## config.mk

```make
export PLATFORM = sky130hd
export DESIGN_NAME = sar_redundant_ctrl
export DESIGN_NICKNAME = d
export VERILOG_FILES = /design/src/rtl/sar_ctrl_pkg.sv /design/src/rtl/sar_phase_seq.sv /design/src/rtl/sar_trial_reg.sv /design/src/rtl/sar_weight_sum.sv /design/src/rtl/sar_result_reg.sv /design/src/rtl/sar_redundant_ctrl.sv
export SDC_FILE = /design/constraint.sdc
export NUM_CORES = 1
export LEC_CHECK = 0
export ABC_AREA = 0
export CORE_AREA = 2 2 74 76
export CTS_CLUSTER_DIAMETER = 120
export DETAILED_ROUTE_END_ITERATION = 6
export DIE_AREA = 0 0 76 78
export PLACE_DENSITY_LB_ADDON = 0.12
export SYNTH_ARGS = -nofsm -noshare
export SYNTH_HDL_FRONTEND = slang
export SYNTH_SLANG_ARGS = --single-unit
```

## constraint.sdc

```tcl
create_clock -name clk -period 1.2 [get_ports clk]
set_clock_uncertainty 0.15 [all_clocks]
set_input_delay 0.12 -clock clk [delete_from_list [all_inputs] [get_ports clk]]
set_output_delay 0.12 -clock clk [all_outputs]
set_load 0.05 [all_outputs]
```

## src/rtl/sar_ctrl_pkg.sv

```systemverilog
package sar_ctrl_pkg;
  localparam int unsigned NTRIAL = 9;
  localparam int unsigned OUT_W  = 8;

  // Capacitor weight of a trial bit, indexed from the least significant bit.
  function automatic int unsigned bit_weight(input int unsigned idx);
    case (idx)
      8:       bit_weight = 112;
      7:       bit_weight = 64;
      6:       bit_weight = 36;
      5:       bit_weight = 20;
      4:       bit_weight = 12;
      3:       bit_weight = 6;
      2:       bit_weight = 3;
      1:       bit_weight = 2;
      default: bit_weight = 1;
    endcase
  endfunction

  function automatic int unsigned weight_total(input int unsigned n);
    int unsigned acc;
    acc = 0;
    for (int unsigned i = 0; i < n; i++) acc += bit_weight(i);
    weight_total = acc;
  endfunction

  localparam int unsigned SUM_MAX = weight_total(NTRIAL);
  localparam int unsigned SUM_W   = $clog2(SUM_MAX + 1);
  localparam int unsigned PERIOD  = NTRIAL + 2;
  localparam int unsigned IDX_W   = $clog2(NTRIAL + 1);
endpackage

```

## src/rtl/sar_phase_seq.sv

```systemverilog
module sar_phase_seq #(
  parameter int unsigned NTRIAL = 9,
  parameter int unsigned IDX_W  = $clog2(NTRIAL + 1)
) (
  input  logic             clk,
  input  logic             rst_n,
  output logic             sample_o,
  output logic             trial_o,
  output logic             latch_o,
  output logic [IDX_W-1:0] idx_o
);
  localparam int unsigned LAST = NTRIAL + 1;
  localparam int unsigned PH_W = $clog2(LAST + 1);

  logic [PH_W-1:0] ph_q;
  logic [PH_W-1:0] ph_d;

  always_comb begin
    if (ph_q == PH_W'(LAST)) ph_d = '0;
    else                     ph_d = ph_q + PH_W'(1);
  end

  always_ff @(posedge clk or negedge rst_n) begin
    if (!rst_n) ph_q <= '0;
    else        ph_q <= ph_d;
  end

  always_comb begin
    sample_o = (ph_q == '0);
    latch_o  = (ph_q == PH_W'(LAST));
    trial_o  = !sample_o && !latch_o;
    idx_o    = IDX_W'(PH_W'(NTRIAL) - ph_q);
  end
endmodule

```

## src/rtl/sar_trial_reg.sv

```systemverilog
module sar_trial_reg #(
  parameter int unsigned NTRIAL = 9,
  parameter int unsigned IDX_W  = $clog2(NTRIAL + 1)
) (
  input  logic              clk,
  input  logic              rst_n,
  input  logic              sample_i,
  input  logic              trial_i,
  input  logic              latch_i,
  input  logic [IDX_W-1:0]  idx_i,
  input  logic              comp_i,
  output logic [NTRIAL-1:0] dac_o
);
  logic [NTRIAL-1:0] dac_q;
  logic [NTRIAL-1:0] dac_d;

  for (genvar i = 0; i < NTRIAL; i++) begin : g_bit
    logic bit_d;
    always_comb begin
      bit_d = dac_q[i];
      if (sample_i)                                bit_d = (i == NTRIAL - 1);
      else if (latch_i)                            bit_d = 1'b0;
      else if (trial_i && idx_i == IDX_W'(i))      bit_d = comp_i;
      else if (trial_i && idx_i == IDX_W'(i + 1))  bit_d = 1'b1;
    end
    assign dac_d[i] = bit_d;
  end

  always_ff @(posedge clk or negedge rst_n) begin
    if (!rst_n) dac_q <= '0;
    else        dac_q <= dac_d;
  end

  assign dac_o = dac_q;
endmodule

```

## src/rtl/sar_weight_sum.sv

```systemverilog
module sar_weight_sum
  import sar_ctrl_pkg::*;
#(
  parameter int unsigned NB   = NTRIAL,
  parameter int unsigned OW   = OUT_W,
  parameter int unsigned SW   = SUM_W
) (
  input  logic [NB-1:0] word_i,
  output logic [OW-1:0] bin_o
);
  localparam int unsigned OUT_MAX = (1 << OW) - 1;

  logic [SW-1:0] acc;

  always_comb begin
    acc = '0;
    for (int unsigned i = 0; i < NB; i++) begin
      if (word_i[i]) acc = acc + SW'(bit_weight(i));
    end
    if (acc > SW'(OUT_MAX)) bin_o = '1;
    else                    bin_o = acc[OW-1:0];
  end
endmodule

```

## src/rtl/sar_result_reg.sv

```systemverilog
module sar_result_reg #(
  parameter int unsigned NB = 9,
  parameter int unsigned OW = 8
) (
  input  logic          clk,
  input  logic          rst_n,
  input  logic          load_en,
  input  logic [NB-1:0] raw_d,
  input  logic [OW-1:0] bin_d,
  output logic [NB-1:0] raw_o,
  output logic [OW-1:0] bin_o,
  output logic          valid_o
);
  always_ff @(posedge clk or negedge rst_n) begin
    if (!rst_n) begin
      raw_o <= '0;
      bin_o <= '0;
    end else if (load_en) begin
      raw_o <= raw_d;
      bin_o <= bin_d;
    end
  end

  always_ff @(posedge clk or negedge rst_n) begin
    if (!rst_n) valid_o <= 1'b0;
    else        valid_o <= load_en;
  end
endmodule

```

## src/rtl/sar_redundant_ctrl.sv

```systemverilog
module sar_redundant_ctrl
  import sar_ctrl_pkg::*;
(
  input  logic              clk,
  input  logic              rst_n,
  input  logic              comp_i,
  output logic [NTRIAL-1:0] dac_o,
  output logic              sample_o,
  output logic [NTRIAL-1:0] raw_o,
  output logic [OUT_W-1:0]  result_o,
  output logic              valid_o
);
  logic             rst_s0;
  logic             rst_sync_n;
  logic             trial;
  logic             latch;
  logic [IDX_W-1:0] idx;
  logic [OUT_W-1:0] bin_now;

  // Reset asserts at once and releases two edges later.
  always_ff @(posedge clk or negedge rst_n) begin
    if (!rst_n) begin
      rst_s0     <= 1'b0;
      rst_sync_n <= 1'b0;
    end else begin
      rst_s0     <= 1'b1;
      rst_sync_n <= rst_s0;
    end
  end

  sar_phase_seq #(.NTRIAL(NTRIAL), .IDX_W(IDX_W)) u_seq (
    .clk      (clk),
    .rst_n    (rst_sync_n),
    .sample_o (sample_o),
    .trial_o  (trial),
    .latch_o  (latch),
    .idx_o    (idx)
  );

  sar_trial_reg #(.NTRIAL(NTRIAL), .IDX_W(IDX_W)) u_trial (
    .clk      (clk),
    .rst_n    (rst_sync_n),
    .sample_i (sample_o),
    .trial_i  (trial),
    .latch_i  (latch),
    .idx_i    (idx),
    .comp_i   (comp_i),
    .dac_o    (dac_o)
  );

  sar_weight_sum #(.NB(NTRIAL), .OW(OUT_W), .SW(SUM_W)) u_sum (
    .word_i (dac_o),
    .bin_o  (bin_now)
  );

  sar_result_reg #(.NB(NTRIAL), .OW(OUT_W)) u_res (
    .clk     (clk),
    .rst_n   (rst_sync_n),
    .load_en (latch),
    .raw_d   (dac_o),
    .bin_d   (bin_now),
    .raw_o   (raw_o),
    .bin_o   (result_o),
    .valid_o (valid_o)
  );
endmodule

```

# Word level (Yosys, flattened, before mapping)
# Cells that the tools add are included.
[op_classes] n_reduce_logical=24 mux=55 eq_ne=10 n_lt_le_gt_ge=1 add_sub_neg=10
[op_table] operator="9-bit 2-to-1 mux" n=16
[op_table] operator="9-bit adder" n=7
[op_table] operator="1-bit 2-to-1 mux" n=37
[op_table] operator="4-bit nonzero test" n=9
[op_table] operator="4-bit by 3-bit == test with 1-bit output (second input constant)" n=4
[op_table] operator="4-bit == test (second input constant)" n=3
[op_table] operator="1-bit logical AND" n=11
[op_table] operator="1-bit by 9-bit adder with 9-bit output" n=1
[op_table] operator="9-bit by 8-bit greater-than comparator with 1-bit output (second input constant)" n=1
[op_table] operator="4-bit by 2-bit == test with 1-bit output (second input constant)" n=2
[op_table] operator="4-bit logical NOT" n=2
[op_table] operator="8-bit 2-to-1 mux" n=1
[op_table] operator="4-bit by 1-bit adder with 4-bit output (second input constant)" n=1
[op_table] operator="4-bit by 1-bit == test with 1-bit output (second input constant)" n=1
[op_table] operator="4-bit 2-to-1 mux" n=1
[op_table] operator="4-bit subtractor (first input constant)" n=1
[op_table] operator="1-bit logical NOT" n=2
[totals] inputBits=3 output_inout_bits=28 ff_bits=33 wordCells=115

# Longest topological paths before layout
# Gate-level depths: netlist (run 1).
[depth] word_depth=19 depth_mapped=18 mapped_depth_nobuf=18

# Hierarchy
# A second synthesis (run 1) with hierarchy kept.
[unflattened] hier_cells=207 area_unflattened_um2=2170.8
[by_module_without_submodules] module="sar_result_reg" instances=1 area_each_um2=710.7 cells_each=37 seq_area_each_um2=450.4
[by_module_without_submodules] module="sar_weight_sum" instances=1 area_each_um2=580.6 cells_each=85 seq_area_each_um2=0.0
[by_module_without_submodules] module="sar_trial_reg" instances=1 area_each_um2=530.5 cells_each=53 seq_area_each_um2=225.2
[by_module_without_submodules] module="sar_phase_seq" instances=1 area_each_um2=295.3 cells_each=29 seq_area_each_um2=100.1
[by_module_without_submodules] module="sar_redundant_ctrl" instances=1 area_each_um2=53.8 cells_each=3 seq_area_each_um2=50.0

# Least setup slack after synthesis (run 1)
# No wires, ideal clock.
[synth_path] path_type="register -> register" from="reg u_trial.dac_q[1], in the netlist u_trial.dac_o[1]" to="reg u_res.bin_o[7]" path_slack_ns=-2.888 stages_incl_launch_ff=19 period_less_slack_ns=4.088 setup_ns=0.127 path_buffers=0 arrival_time_ns=3.811 required_time_ns=0.923 cell_sequence="dfrtp_1 -> inv_1 -> ha_1 -> and3_1 -> o21ai_1 -> and3b_4 -> nor2_1 -> ha_1 -> inv_1 -> o2111ai_1 -> and2_4 -> nand2b_1 -> a21boi_0 -> ha_1 -> nor3b_1 -> nand3_1 -> o311ai_2 -> nand4_1 -> mux2_1"
[synth_via] elab_chain_len=17
[synth_lines] element="from (decl)" line="sar_trial_reg.sv:14" rtl="logic [NTRIAL-1:0] dac_q;"
[synth_lines] element="from (signal assigned)" line="sar_trial_reg.sv:30" rtl="if (!rst_n) dac_q <= '0;"
[synth_lines] element="from (signal assigned)" line="sar_trial_reg.sv:31" rtl="else dac_q <= dac_d;"
[synth_lines] element="9-bit 2-to-1 mux (*)" line="sar_weight_sum.sv:18" rtl="if (word_i[i]) acc = acc + SW'(bit_weight(i));"
[synth_lines] element="9-bit adder" line="sar_weight_sum.sv:18"
[synth_lines] element="9-bit 2-to-1 mux (*)" line="sar_weight_sum.sv:18"
[synth_lines] element="9-bit adder" line="sar_weight_sum.sv:18"
[synth_lines] element="9-bit 2-to-1 mux (*)" line="sar_weight_sum.sv:18"
[synth_lines] element="9-bit adder" line="sar_weight_sum.sv:18"
[synth_lines] element="9-bit 2-to-1 mux (*)" line="sar_weight_sum.sv:18"
[synth_lines] element="9-bit adder" line="sar_weight_sum.sv:18"
[synth_lines] element="9-bit 2-to-1 mux (*)" line="sar_weight_sum.sv:18"
[synth_lines] element="9-bit adder" line="sar_weight_sum.sv:18"
[synth_lines] element="9-bit 2-to-1 mux (*)" line="sar_weight_sum.sv:18"
[synth_lines] element="9-bit adder" line="sar_weight_sum.sv:18"
[synth_lines] element="9-bit 2-to-1 mux (*)" line="sar_weight_sum.sv:18"
[synth_lines] element="9-bit adder" line="sar_weight_sum.sv:18"
[synth_lines] element="9-bit 2-to-1 mux (*)" line="sar_weight_sum.sv:18"
[synth_lines] element="9-bit by 8-bit greater-than comparator with 1-bit output" line="sar_weight_sum.sv:20" rtl="if (acc > SW'(OUT_MAX)) bin_o = '1;"
[synth_lines] element="8-bit 2-to-1 mux (*)" line="sar_weight_sum.sv:20"
[synth_lines] element="to (signal assigned)" line="sar_result_reg.sv:20" rtl="bin_o <= bin_d;"
[synth_lines] element="to (decl)" line="sar_result_reg.sv:11" rtl="output logic [OW-1:0] bin_o,"
# Mark *: on every way between the ends. The rest lies on a longest branch, timed or not.
# A chain may end at the register's enable or synchronous reset.

# Worst setup path after layout (run 1)
[layout_path] from="reg u_trial.dac_q[0], in the netlist u_trial.dac_o[0]" to="reg u_res.bin_o[0]"
[layout_via] elab_chain_len=19
[layout_lines] element="1-bit 2-to-1 mux (*)" line="sar_weight_sum.sv:18"
[layout_lines] element="1-bit by 9-bit adder with 9-bit output" line="sar_weight_sum.sv:18"
[layout_lines] element="9-bit 2-to-1 mux (*)" line="sar_weight_sum.sv:18"
[layout_lines] element="9-bit adder" line="sar_weight_sum.sv:18"
[layout_lines] element="9-bit 2-to-1 mux (*)" line="sar_weight_sum.sv:18"
[layout_lines] element="9-bit adder" line="sar_weight_sum.sv:18"
[layout_lines] element="9-bit 2-to-1 mux (*)" line="sar_weight_sum.sv:18"
[layout_lines] element="9-bit adder" line="sar_weight_sum.sv:18"
[layout_lines] element="[3 not listed]"
[layout_lines] element="9-bit adder" line="sar_weight_sum.sv:18"
[layout_lines] element="9-bit 2-to-1 mux (*)" line="sar_weight_sum.sv:18"
[layout_lines] element="9-bit adder" line="sar_weight_sum.sv:18"
[layout_lines] element="9-bit 2-to-1 mux (*)" line="sar_weight_sum.sv:18"
[layout_lines] element="9-bit adder" line="sar_weight_sum.sv:18"
[layout_lines] element="9-bit 2-to-1 mux (*)" line="sar_weight_sum.sv:18"
[layout_lines] element="9-bit by 8-bit greater-than comparator with 1-bit output" line="sar_weight_sum.sv:20"
[layout_lines] element="8-bit 2-to-1 mux (*)" line="sar_weight_sum.sv:20"
# Marked as above.

==> impl_metrics.tcl, run 1 <==
set metrics [dict create \
    cpPeakStageDelay_ns 0.42 \
    grt_util_all_layers_pct 24.0 \
    clk_pin_slew_ns 0.08 \
    slew_violations 0 \
    fin_ws_ns -2.29 \
    initial_core_util_pct 39.6 \
    start_kind "register" \
    crit_type "register to register" \
    min_period_ns 3.49 \
    tritoncts "yes" \
    multi_input_area_um2 1560 \
    syn_to_final_growth_pct 116 \
    hp-class "register to async pin" \
    postSynthAreaPerCell_um2 8.95 \
    die_w_um 76 \
    grt_max_degree 32 \
    violations "negative setup slack" \
    post_dp_cell_area_um2 3260 \
    grt_overflow 0 \
    first_pass_iters 4 \
    htreeDepth 2 \
    crit_fanout 5 \
    holdWs_ns 0.0771 \
    cp_data_required_time_ns 1.22 \
    finalWeightedCongestion 0.884 \
    grt_pass1_wl_um 11300 \
    syn_nets 233 \
    status "finished, violations left" \
    route.detailed.drc 0 \
    core-area_um2 5040 \
    cts_buffers 5 \
    yosysWarnings 0 \
    wl_per_cell_um 19.7 \
    final_net_count 377 \
    intPower_w 0.00232 \
    grt_pass1_vias 2360 \
    drv_cap 0 \
    ys_types 57 \
    switchingPower_w 0.000995 \
    rows 26 \
    p_sw_share_pct 30.0 \
    timing.final.crit_share_pct 291 \
    end_kind "register" \
    regArea_um2 838 \
    setup_viol 40 \
    layout_commonest_cell "buf_4" \
    wl_um 8650 \
    synth_edf_count 0 \
    port_buffers 30 \
    ys.flop_type "dfrtp_1" \
    async_reset_ff_share_pct 100 \
    cts_root_buf "clkbuf_8" \
    first_iter_violations 136 \
    cp_cell_sequence "inv_2 > ha_4 > and3_4 > o21ai_4 > and3b_4 > nor2_2 > ha_4 > nand2_4 > nand2_4 > ha_4 > buf_4 > buf_4 > nand2_4 > xnor2_4 > ha_2 > buf_4 > nand2b_4 > a31oi_4 > a21oi_2" \
    antenna_found_initial 0 \
    p_per_area_nw_per_um2 768 \
    layout_common_cells "buf_4, buf_12, nand2_1, dfrtp_1, buf_6" \
    die_h_um 78 \
    ys_seq_area_share_pct 41.4 \
    cts_sinks 33 \
    dr_total_vias 2420 \
    seqPwrFrac_pct 38.9 \
    drtAntennaViolNets 0 \
    cp.arrival_ns 3.51 \
    ys_ff_latch 33 \
    slowest_stage "dfrtp_2" \
    drive_above_1_share_pct 70.4 \
    max_freq_mhz 287 \
    io_pins 31 \
    syn_inst 223 \
    fillCellCount 222 \
    grt_setup_unrepaired "yes" \
    die-area_um2 5930 \
    post-route-cell-area_um2 4310 \
    p_comb_share_pct 27.2 \
    dp_hpwl_um 4270 \
    pre_cts_slack_ns -2.33 \
    power.leakage_nw 1.98 \
    pwr-share-clk_pct 33.9 \
    antennaDiodeCount 0 \
    clk_latency_ns 0.29 \
    finalHoldViolCount 0 \
    clk_path_buf_depth 2 \
    synthesis.area_um2 2000 \
    irDropWorstVdd_v 0.000573 \
    vias_per_cell 5.53 \
]
final timing paths:
path	start	endpoint	slack, ns	cells after the start
worst max-delay path	u_trial.dac_o[0]	u_res.bin_o[0]	-2.29	19
worst max register to register	u_trial.dac_o[0]	u_res.bin_o[0]	-2.29	19
worst min register to register	rst_sync_n	u_trial.dac_o[4]	0.08	1
min in group clk	rst_s0	rst_sync_n	0.21	0
max in group asynchronous	rst_n	rst_s0	0.39	2
worst min-delay path	rst_sync_n	u_trial.dac_o[4]	0.08	1
what timing repair did:
item | CTS | global route
endpoints found under the setup margin | 40 | 41
hold buffers | 1 | 0
pin swaps | 25 | 26
cloned | 1 | 0
endpoints found under the hold margin | 2 | 0
buffers inserted | 37 | 17
resized for setup | 58 | 78
power by group through the flow:
stage / clock network, W / logic, W / registers (W)
after floorplan: 0 / 0.000110 / 0.00154
after global placement: 0 / 0.000795 / 0.00130
after detailed placement: 0 / 0.000802 / 0.00130
after CTS: 0.00109 / 0.000846 / 0.00128
after global routing: 0.00116 / 0.000939 / 0.00130
final: 0.00112 / 0.000901 / 0.00129
cell type report:
type                    count  area share (%)
inverters                   9            1.33
well taps                  70            2.03
multi-input cells         170            36.1
flip-flops and latches     33            19.4
clock buffers               7            2.00
repair buffers            148            38.4
clock inverters             1           0.696
cells by family (layout without fill, tap and decap cells):
group / count (synthesis) / count (layout) / share of synthesized area [%]
compound gates: 45 / 45 / 15.8
xor+xnor: 10 / 10 / 5.08
fa+ha+maj: 7 / 7 / 4.39
buf+inv: 20 / 165 / 5.33
flops: 33 / 33 / 41.4
mux: 4 / 4 / 2.07
other cells: 1 / 1 / 0.188
simple gates: 103 / 103 / 25.8
stage by stage:
| step | total power (W) | cells | utilization, % | setup TNS, ns |
|---|---|---|---|---|
| floorplan | 0.00165 | 223 | - | -24.63 |
| global placement | 0.00210 | 381 | 64.7 | -27.29 |
| detailed placement | 0.00210 | 381 | 64.7 | -28.45 |
| CTS | 0.00322 | 426 | 77.5 | -26.53 |
| global route | 0.00340 | 438 | 85.5 | -33.60 |
| finish | 0.00331 | 438 | 85.5 | -31.24 |
flip-flops by register name, indices dropped and copies added (netlist names):
name and flops:
u_res.raw_o 9, u_res.bin_o 8, u_res.valid_o 1, u_trial.dac_o 9
u_seq.ph_q 4, rst_sync_n 1, rst_s0 1
synth_stat cells (2+ instances only):
library cell / n / area share [%]
nand2_1: 43 / 8.1
dfrtp_1: 33 / 41
nor2_1: 22 / 4.1
a21oi_1: 11 / 2.8
o21ai_0: 10 / 2.5
inv_1: 8 / 1.5
xnor2_1: 8 / 3.5
ha_1: 7 / 4.4
clkbuf_1: 6 / 1.1
nand3_1: 6 / 1.5
nand2b_1: 5 / 1.6
a211oi_1: 3 / 1.1
and3_1: 3 / 0.94
mux2i_1: 3 / 1.5
nand4_1: 3 / 0.94
a21o_1: 2 / 0.75
a22oi_1: 2 / 0.75
a31oi_1: 2 / 0.63
a41oi_1: 2 / 0.88
and2_1: 2 / 0.63
clkbuf_8: 2 / 1.4
nand4b_1: 2 / 0.88
nor2b_1: 2 / 0.63
nor3_1: 2 / 0.50
o21ai_1: 2 / 0.50
per-layer routing:
layer  vias up  routed length (µm)  track usage, %  part of all wire [%]
met3        34                 448            4.65                   5.2
met2       106                4620            44.3                    53
li1       1057                   -               -                     -
met5         -                   0               0                     0
met4         0                 328            10.7                   3.8
met1      1223                3250            26.8                    38
critical path, delay by kind of cell, from the launching register on:
| family | cells | cell delay, ns |
|---|---|---|
| buf+inv | 4 | 0.43 |
| simple gates | 7 | 0.71 |
| xor+xnor | 1 | 0.20 |
| compound gates | 3 | 0.52 |
| flops | 1 | 0.42 |
| fa+ha+maj | 4 | 0.91 |
Power figures use the tool's default switching activity.
==> run 2, diff against run 1 <==
--- a/config.mk
+++ b/config.mk
@@ -11,6 +11,7 @@
 export DETAILED_ROUTE_END_ITERATION = 6
 export DIE_AREA = 0 0 76 78
 export PLACE_DENSITY_LB_ADDON = 0.12
+export REMOVE_ABC_BUFFERS = 1
 export SYNTH_ARGS = -nofsm -noshare
 export SYNTH_HDL_FRONTEND = slang
 export SYNTH_SLANG_ARGS = --single-unit
==> constraint.sdc (replaced) <==
create_clock -name clk -period 3.7 [get_ports clk]
set_clock_uncertainty 0.15 [all_clocks]
set_input_delay 0.37 -clock clk [delete_from_list [all_inputs] [get_ports clk]]
set_output_delay 0.37 -clock clk [all_outputs]
set_load 0.05 [all_outputs]
==> run 2 against run 1 <==
Effect of this change: the run now ends clean; critical path depth is 1 lower; design area shrank 38%; clock-buffer cell count is 2 lower; total power decreased by 71%; non-clock buffer count is 95 lower; utilization shrank 33 points; sequential power fell by 69%; first-iteration DRC count is 60% lower; routed wire length down 44%; global-route usage decreased by 7.3 points; clock power fell by 69%; via count shrank 30%.
==> impl_metrics.tcl, run 2 (same netlist as run 1, synthesis figures left out) <==
set metrics [dict create \
    r2r-end "u_res.bin_o[7]" \
    rows 26 \
    tritoncts "yes" \
    die_h_um 78 \
    syn_to_final_growth_pct 33.7 \
    htreeDepth 2 \
    grt_util_all_layers_pct 16.7 \
    initial_core_util_pct 39.6 \
    clk_pin_slew_ns 0.08 \
    timing.rr.start "u_trial.dac_o[1]" \
    slowest_stage "dfrtp_1" \
    dp_hpwl_um 3410 \
    grt_pass1_vias 1581 \
    pwr-share-clk_pct 37.0 \
    die-area_um2 5930 \
    grt_pass1_wl_um 7880 \
    grt_max_degree 32 \
    cp_data_required_time_ns 3.73 \
    r2r_cells 18 \
    slew_violations 0 \
    core-area_um2 5040 \
    max_slew_margin_pct 66.3 \
    cts_hold_buf 0 \
    wl_um 4870 \
    status "completed" \
    intPower_w 0.000653 \
    die_w_um 76 \
    fin_util_pct 53.0 \
    irDropWorstVdd_v 0.000186 \
    cp_cell_sequence "inv_2 > ha_4 > and3_4 > o21ai_4 > and3b_4 > nor2_1 > ha_2 > nand2_2 > nand2_2 > ha_4 > nand2b_1 > a21boi_1 > ha_1 > nor3b_2 > nand3_1 > o311ai_2 > nand4_1 > mux2_4" \
    io_pins 31 \
    p_per_area_nw_per_um2 354 \
    min_period_ns 3.52 \
    cp.arrival_ns 3.56 \
    route.detailed.drc 0 \
    antenna_found_initial 0 \
    crit_type "register to register" \
    first_iter_violations 55 \
    dr_total_vias 1688 \
    drv_cap 0 \
    drive_above_1_share_pct 20.5 \
    setup_viol 0 \
    p_sw_share_pct 30.8 \
    p_comb_share_pct 20.3 \
    cts_sinks 33 \
    cts_root_buf "clkbuf_8" \
    power.leakage_nw 1.21 \
    crit_fanout 4 \
    vias_per_cell 4.92 \
    first_pass_iters 4 \
    seqPwrFrac_pct 42.7 \
    hp-class "input pin to async pin" \
    cpPeakStageDelay_ns 0.39 \
    reg2reg_slack_ns 0.18 \
    grt_overflow 0 \
    antennaDiodeCount 0 \
    wl_per_cell_um 14.2 \
    layout_commonest_cell "nand2_1" \
    timing.final.crit_share_pct 95.2 \
    port_buffers 30 \
    worst_pin_slew_ns 0.503 \
    start_kind "register" \
    switchingPower_w 0.000291 \
    final_net_count 282 \
    drtAntennaViolNets 0 \
    layout_common_cells "nand2_1, dfrtp_1, clkdlybuf4s50_1" \
    holdWs_ns 0.0793 \
    clk_latency_ns 0.29 \
    end_kind "register" \
    max_freq_mhz 284 \
    finalWeightedCongestion 0.846 \
    clk_path_buf_depth 2 \
    finalHoldViolCount 0 \
    cts_buffers 5 \
]
run 2: cell count changes in the layout (fill, tap and decap cells not counted), sizes merged:
cell,previous run,this run
buf,145,23
clkbuf,7,5
clkdlybuf4s50,2,30
clkinv,1,2
dlygate4sd3,1,0
inv,7,8
run 2: power by group through the flow:
stage               Clock, W  Sequential (W)  Combinational (W)
floorplan                  0        0.000502          0.0000326
global placement           0        0.000410           0.000190
detailed placement         0        0.000410           0.000191
CTS                 0.000361        0.000403           0.000192
global route        0.000368        0.000407           0.000203
finish              0.000349        0.000403           0.000191
run 2: critical path, delay by kind of cell, from the launching register on:
kind / cells / cell delay, ns
AND/OR/NAND/NOR: 9 / 1.14
adder cells (fa/ha/maj): 4 / 0.99
flip-flops: 1 / 0.39
AO/OA/AOI/OAI: 3 / 0.37
multiplexers: 1 / 0.32
buffers and inverters: 1 / 0.08
run 2: layout make-up:
cell class	instances	area, µm²
clock buffers	5	68.8
clock inverters	3	46.3
fillers	489	2370
inverters	9	33.8
multi-input cells	170	1130
flip-flops and latches	33	826
well taps	70	87.6
repair buffers	53	473
run 2: worst max-delay path by stage:
| stage | startpoint | to | slack (ns) | depth (start not counted) |
|---|---|---|---|---|
| floorplan | u_trial.dac_o[1] | u_res.bin_o[7] | -0.39 | 18 |
| global route | u_trial.dac_o[1] | u_res.bin_o[7] | -0.01 | 18 |
| finish | u_trial.dac_o[1] | u_res.bin_o[7] | 0.18 | 18 |
| detailed placement | u_trial.dac_o[0] | u_res.bin_o[7] | -0.03 | 18 |
| global placement | u_trial.dac_o[0] | u_res.bin_o[7] | 0.08 | 18 |
| CTS | u_trial.dac_o[0] | u_res.bin_o[7] | 0.0002 | 18 |
run 2: timing repair:
item	in CTS	in global routing
setup endpoints to repair	1	8
gates resized for setup	1	18
setup buffers	0	6
pin swaps	0	12
run 2: metal layers:
metal  wire length (µm)  up-vias  part of all wire (%)  track usage (%)
li1                   -      858                     -                -
met1               2320      799                    48             22.1
met2               2310       25                    48             27.6
met3                182        6                   3.7             4.07
met4                 48        0                  0.99             4.36
met5                  0        -                     0                0
run 2: metrics by stage:
stage | setup slack [ns] | cell area (µm²) | total power [W] | cells | TNS [ns]
global route | -0.0106 | 2670 | 0.000978 | 343 | -0.0106
global placement | 0.0800 | 2440 | 0.000600 | 329 | 0
floorplan | -0.390 | 1920 | 0.000535 | 212 | -1.32
CTS | 0.000199 | 2560 | 0.000956 | 337 | 0
finish | 0.176 | 2670 | 0.000944 | 343 | 0
detailed placement | -0.0320 | 2440 | 0.000602 | 329 | -0.0320
